`src/rtl/hbg_pkg.sv`:
```
package hbg_pkg;

    // Register count of the high-side stretcher stage
    localparam int STRETCH_LAT = 1;

    // Raw inputs, carried as one bundle through the synchroniser
    typedef struct packed {
        logic sd_n;
        logic hi;
        logic lo;
        logic hok;
        logic lok;
    } hb_in_t;

    localparam int IN_W = $bits(hb_in_t);

    // Output stage decision
    typedef enum logic [1:0] {
        DRV_OFF = 2'd0,
        DRV_HI  = 2'd1,
        DRV_LO  = 2'd2
    } drv_e;

    // Round a duration up to whole clock periods (at least one)
    function automatic int cycles_for(input int span_ps, input int period_ps);
        int c;
        c = (span_ps + period_ps - 1) / period_ps;
        return (c < 1) ? 1 : c;
    endfunction

    // Interlock decision on the aligned commands
    function automatic drv_e decide(input logic sd_n, input logic hi, input logic lo);
        drv_e d;
        if (!sd_n)
            d = DRV_OFF;
        else if (hi && !lo)
            d = DRV_HI;
        else if (lo && !hi)
            d = DRV_LO;
        else
            d = DRV_OFF;
        return d;
    endfunction

endpackage

```
`src/rtl/hbg_sync.sv`:
```
module hbg_sync #(
    parameter int W = 1
) (
    input  logic         clk,
    input  logic         rst,
    input  logic [W-1:0] d,
    output logic [W-1:0] q
);
    logic [W-1:0] meta;

    for (genvar i = 0; i < W; i++) begin : g_bit
        always_ff @(posedge clk) begin
            if (rst) begin
                meta[i] <= 1'b0;
                q[i]    <= 1'b0;
            end else begin
                meta[i] <= d[i];
                q[i]    <= meta[i];
            end
        end
    end
endmodule

```
`src/rtl/hbg_stretch.sv`:
```
module hbg_stretch #(
    parameter int MIN_CYC = 3
) (
    input  logic clk,
    input  logic rst,
    input  logic d,
    output logic q
);
    if (MIN_CYC <= 1) begin : g_plain
        always_ff @(posedge clk) begin
            if (rst) q <= 1'b0;
            else     q <= d;
        end
    end else begin : g_hold
        localparam int CW = $clog2(MIN_CYC);
        logic [CW-1:0] hold;

        always_ff @(posedge clk) begin
            if (rst) begin
                q    <= 1'b0;
                hold <= '0;
            end else if (hold != '0) begin
                hold <= hold - 1'b1;
            end else if (d != q) begin
                q    <= d;
                hold <= CW'(MIN_CYC - 1);
            end
        end
    end
endmodule

```
`src/rtl/hbg_dline.sv`:
```
module hbg_dline #(
    parameter int DEPTH = 2
) (
    input  logic clk,
    input  logic rst,
    input  logic d,
    output logic q
);
    if (DEPTH == 0) begin : g_none
        assign q = d;
    end else begin : g_chain
        logic [DEPTH-1:0] taps;
        always_ff @(posedge clk) begin
            if (rst) taps <= '0;
            else     taps <= {taps[DEPTH-2 >= 0 ? DEPTH-2 : 0 : 0], d};
        end
        assign q = taps[DEPTH-1];
    end
endmodule

```
`src/rtl/hbg_outstage.sv`:
```
module hbg_outstage
    import hbg_pkg::*;
(
    input  logic clk,
    input  logic rst,
    input  logic sd_n,
    input  logic hok,
    input  logic lok,
    input  logic hi,
    input  logic lo,
    output logic hi_gate,
    output logic lo_gate
);
    drv_e drv;

    always_comb drv = decide(sd_n, hi, lo);

    always_ff @(posedge clk) begin
        if (rst) begin
            hi_gate <= 1'b0;
            lo_gate <= 1'b0;
        end else begin
            hi_gate <= (drv == DRV_HI) && hok;
            lo_gate <= (drv == DRV_LO) && lok;
        end
    end
endmodule

```
`src/rtl/hb_gate_cond.sv`:
```
module hb_gate_cond
    import hbg_pkg::*;
#(
    parameter int CLK_PERIOD_PS = 20000,
    parameter int MIN_PULSE_PS  = 50000,
    parameter int STRETCH_CYC   = hbg_pkg::cycles_for(MIN_PULSE_PS, CLK_PERIOD_PS),
    parameter int XMIT_LAT      = 2
) (
    input  logic clk,
    input  logic rst,
    input  logic hi_cmd,
    input  logic lo_cmd,
    input  logic shdn_n,
    input  logic hi_supply_ok,
    input  logic lo_supply_ok,
    output logic hi_gate,
    output logic lo_gate
);
    localparam int LO_DLY = STRETCH_LAT + XMIT_LAT;

    hb_in_t     raw;
    hb_in_t     syn;
    logic [IN_W-1:0] syn_vec;
    logic       sd_s, hok_s, lok_s;
    logic       hi_st, hi_al, lo_al;

    always_comb begin
        raw.sd_n = shdn_n;
        raw.hi   = hi_cmd;
        raw.lo   = lo_cmd;
        raw.hok  = hi_supply_ok;
        raw.lok  = lo_supply_ok;
    end

    hbg_sync #(.W(IN_W)) u_sync (
        .clk (clk),
        .rst (rst),
        .d   (raw),
        .q   (syn_vec)
    );

    assign syn   = hb_in_t'(syn_vec);
    assign sd_s  = syn.sd_n;
    assign hok_s = syn.hok;
    assign lok_s = syn.lok;

    hbg_stretch #(.MIN_CYC(STRETCH_CYC)) u_stretch (
        .clk (clk),
        .rst (rst),
        .d   (syn.hi),
        .q   (hi_st)
    );

    hbg_dline #(.DEPTH(XMIT_LAT)) u_hi_xmit (
        .clk (clk),
        .rst (rst),
        .d   (hi_st),
        .q   (hi_al)
    );

    hbg_dline #(.DEPTH(LO_DLY)) u_lo_match (
        .clk (clk),
        .rst (rst),
        .d   (syn.lo),
        .q   (lo_al)
    );

    hbg_outstage u_out (
        .clk     (clk),
        .rst     (rst),
        .sd_n    (sd_s),
        .hok     (hok_s),
        .lok     (lok_s),
        .hi      (hi_al),
        .lo      (lo_al),
        .hi_gate (hi_gate),
        .lo_gate (lo_gate)
    );
endmodule

```
`config.mk`:
```
export PLATFORM = sky130hd
export DESIGN_NAME = hb_gate_cond
export DESIGN_NICKNAME = d
export VERILOG_FILES = /design/src/rtl/hbg_pkg.sv /design/src/rtl/hbg_sync.sv /design/src/rtl/hbg_stretch.sv /design/src/rtl/hbg_dline.sv /design/src/rtl/hbg_outstage.sv /design/src/rtl/hb_gate_cond.sv
export SDC_FILE = /design/constraint.sdc
export NUM_CORES = 1
export LEC_CHECK = 0
export BUFFER_PORTS_ARGS = -buffer_cell sky130_fd_sc_hd__buf_2
export CORE_AREA = 5 5 44 46
export DETAILED_ROUTE_END_ITERATION = 6
export DIE_AREA = 0 0 49 51
export PLACE_DENSITY_LB_ADDON = 0.15
export SYNTH_ARGS = -nofsm -noshare
export SYNTH_HDL_FRONTEND = slang
export SYNTH_SLANG_ARGS = --single-unit
```
`constraint.sdc`:
```
create_clock -name clk -period 1.99 [get_ports clk]
set_input_delay 0.398 -clock clk [delete_from_list [all_inputs] [get_ports clk]]
set_output_delay 0.398 -clock clk [all_outputs]
set_load 0.1 [all_outputs]
```
==> flow_summary.toml <==
[worst_hold_path]
hp-class = "primary input to register"
hold_depth = 2
min_to = "u_sync.meta[2]$_SDFF_PP0_"
hp-start = "lo_cmd"

[critical_path]
start_kind = "register"
path_cells = "buf_2"
worstReg2RegStart = "u_stretch.g_hold.hold[0]$_SDFFE_PP0P_"
path_max_fanout = 1
critPathRequiredTime_ps = 1590
worst-setup-path-type = "register to primary output"
max_stage_delay_ps = 410
cp-end-kind = "primary output"
r2r.worst_path.cells = 4
rrSetupSlack_ps = 870
cp.arrival_ps = 1020
cp_num_cells = 1
worst-path-buf-inv = 1
slowest_stage = "buf_2"
regToRegEndpoint = "u_stretch.g_hold.hold[1]$_SDFFE_PP0P_"
cpLargestDelayFamily = "buffers and inverters"

[finish]
seq_area_um2 = 400
drive_above_1_share_pct = 18.5
nFillCells = 153
num_antenna_cells = 0
final_area_um2 = 727
multi_input_area_um2 = 206
final_util_pct = 49.4
areaGrowthSynthToFinish_pct = 16.9
nNetsFinal = 75

[yosys]
synth.avg_cell_area_um2 = 11.3
synthesis.nets = 64
ys_seq_area_share_pct = 64.4
syn_area_um2 = 622
synth_cell_type_count = 16
synth_seq_cells = 20
yosysWarnings = 0
syn_inst = 55

[timing]
min_period_ps = 1420
slew_violations = 0
rsz0062_at_grt = "false"
finClkSkew_ps = 2.52
max_freq_mhz = 704
finalCritPeriodShare_pct = 71.4
tns_ps = 0
setup_viol = 0
tightestPinTransition_ps = 483
hold_viol_final = 0
relSlewSlack_pct = 68.0

[clocking]
clk_latency_ps = 290
cts_tree = "done"
clk_path_buf_depth = 2
h-tree-depth = 1
cts_root_buf = "clkbuf_4"
clock-sinks = 20
cts_buffers = 3
postCtsHoldBufs = 0
cts-resized-gates = 0
post_cts_buffers = 0
clk_pin_slew_ps = 110

[floorplanning]
rows = 14
die_w_um = 49
die-area_um2 = 2500
core_area_um2 = 1470
die-height_um = 51
start_util_pct = 42.3
ios = 9

[detailed_routing]
vias = 355
drt-wirelength-per-cell_um = 8.86
avgViaCountPerCell = 4.38
drc = 0
drt-total-wl_um = 718
drt-pass1-iter-count = 2
drt.antenna.violating_nets = 0
first_iter_violations = 2

[grt]
gr-total-overflow = 0
grt_max_degree = 21
antenna_found_initial = 0
grt_pass1_vias = 355
grt_use_total_pct = 7.90
grt_pass1_wl_um = 1470

[placement]
gp_congestion = 0.653
placed_area_um2 = 674
portBuffers = 8

[status]
status = "finished clean"

[power_and_ir_drop]
power.density_nw_per_um2 = 1190
leakage_nw = 0.298
vdd_ir_drop_max_uv = 723
total_power_mw = 0.867

[flow_run]
max-cap-violations = 0
==> area by class of cell <==
cell class | instances | area share [%]
Sequential cell | 20 | 55.1
Multi-Input combinational cell | 31 | 28.4
Timing Repair Buffer | 8 | 5.51
Clock inverter | 1 | 4.13
Clock buffer | 3 | 3.10
Tap cell | 16 | 2.75
Inverter | 2 | 1.03
==> cell families after synthesis <==
kind of cell | count (synthesis) | synth area share (%)
AOI/OAI and AO/OA | 3 | 3.22
xor gates and xnor gates | 1 | 1.41
adders and majority gates | 2 | 4.02
buffers and inverters | 4 | 2.42
DFF | 20 | 64.4
muxes | 1 | 1.61
and+or+nand+nor | 24 | 22.9
==> flip-flops by register name (all words and copies together) (netlist names) <==
name / cells
u_stretch.g_hold.hold: 2
u_sync.meta: 5
u_stretch.q: 1
u_lo_match.g_chain.taps: 3
u_sync.q: 5
u_out.hi_gate: 1
u_out.lo_gate: 1
u_hi_xmit.g_chain.taps: 2
==> report_power, final <==
part / internal [mW] / leakage, nW / switching [mW] / total (mW)
clock network: 0.203 / 0.0279 / 0.118 / 0.322
registers: 0.429 / 0.164 / 0.0124 / 0.442
logic: 0.0534 / 0.107 / 0.0499 / 0.103
==> how the worst max path moves through the flow <==
| stage | start | slack (ps) | to |
|---|---|---|---|
| after floorplan | u_out.hi_gate$_SDFF_PP0_ | 680 | hi_gate |
| after global placement | u_out.hi_gate$_SDFF_PP0_ | 900 | hi_gate |
| after detailed placement | u_stretch.g_hold.hold[0]$_SDFFE_PP0P_ | 890 | u_stretch.g_hold.hold[1]$_SDFFE_PP0P_ |
| after CTS | u_out.hi_gate$_SDFF_PP0_ | 550 | hi_gate |
| after global routing | u_out.lo_gate$_SDFF_PP0_ | 520 | lo_gate |
| final | u_out.hi_gate$_SDFF_PP0_ | 570 | hi_gate |
==> Yosys cell counts <==
cell type / n / area share, %
nand2_1: 2 / 1.2
xnor2_1: 1 / 1.4
a211oi_1: 1 / 1.2
clkbuf_1: 2 / 1.2
nor2_1: 1 / 0.60
nor3_1: 2 / 1.6
nand4b_1: 1 / 1.4
inv_1: 2 / 1.2
dfxtp_1: 20 / 64
and2_1: 1 / 1.0
nor2b_1: 15 / 15
nand2b_1: 2 / 2.0
ha_1: 2 / 4.0
mux2i_1: 1 / 1.6
a21boi_0: 1 / 1.2
o21ai_0: 1 / 0.80
==> placed cells by master, fill, tap and decap left out <==
cell       synthesis  final
nor2b_1           15     15
nand4b_1           1      1
clkbuf_4           0      3
inv_1              2      2
o21ai_0            1      1
nor3_1             2      2
nand2_1            2      2
ha_1               2      2
dfxtp_1           20     20
nand2b_1           2      2
a211oi_1           1      1
nor2_1             1      1
mux2i_1            1      1
and2_1             1      1
buf_2              0      8
xnor2_1            1      1
a21boi_0           1      1
bufinv_16          0      1
==> per-stage QoR <==
stage / setup slack [ps] / hold slack [ps] / instances
5_1_grt: 520 / 304 / 81
4_1_cts: 551 / 298 / 81
3_3_place_gp: 899 / 407 / 77
3_5_place_dp: 893 / 408 / 77
6_report: 569 / 305 / 81
2_1_floorplan: 683 / 397 / 55
==> layer usage <==
layer / vias to the layer above / GRT usage (%) / part of all wire, % / routed length [um]
met2: 8 / 10.4 / 43 / 306
met1: 154 / 9.68 / 47 / 340
met3: 2 / 3.49 / 7.9 / 57
li1: 191 / - / - / -
met4: 0 / 6.73 / 1.8 / 13
met5: - / 0 / 0 / 0
(Power assumes the default switching activity.)
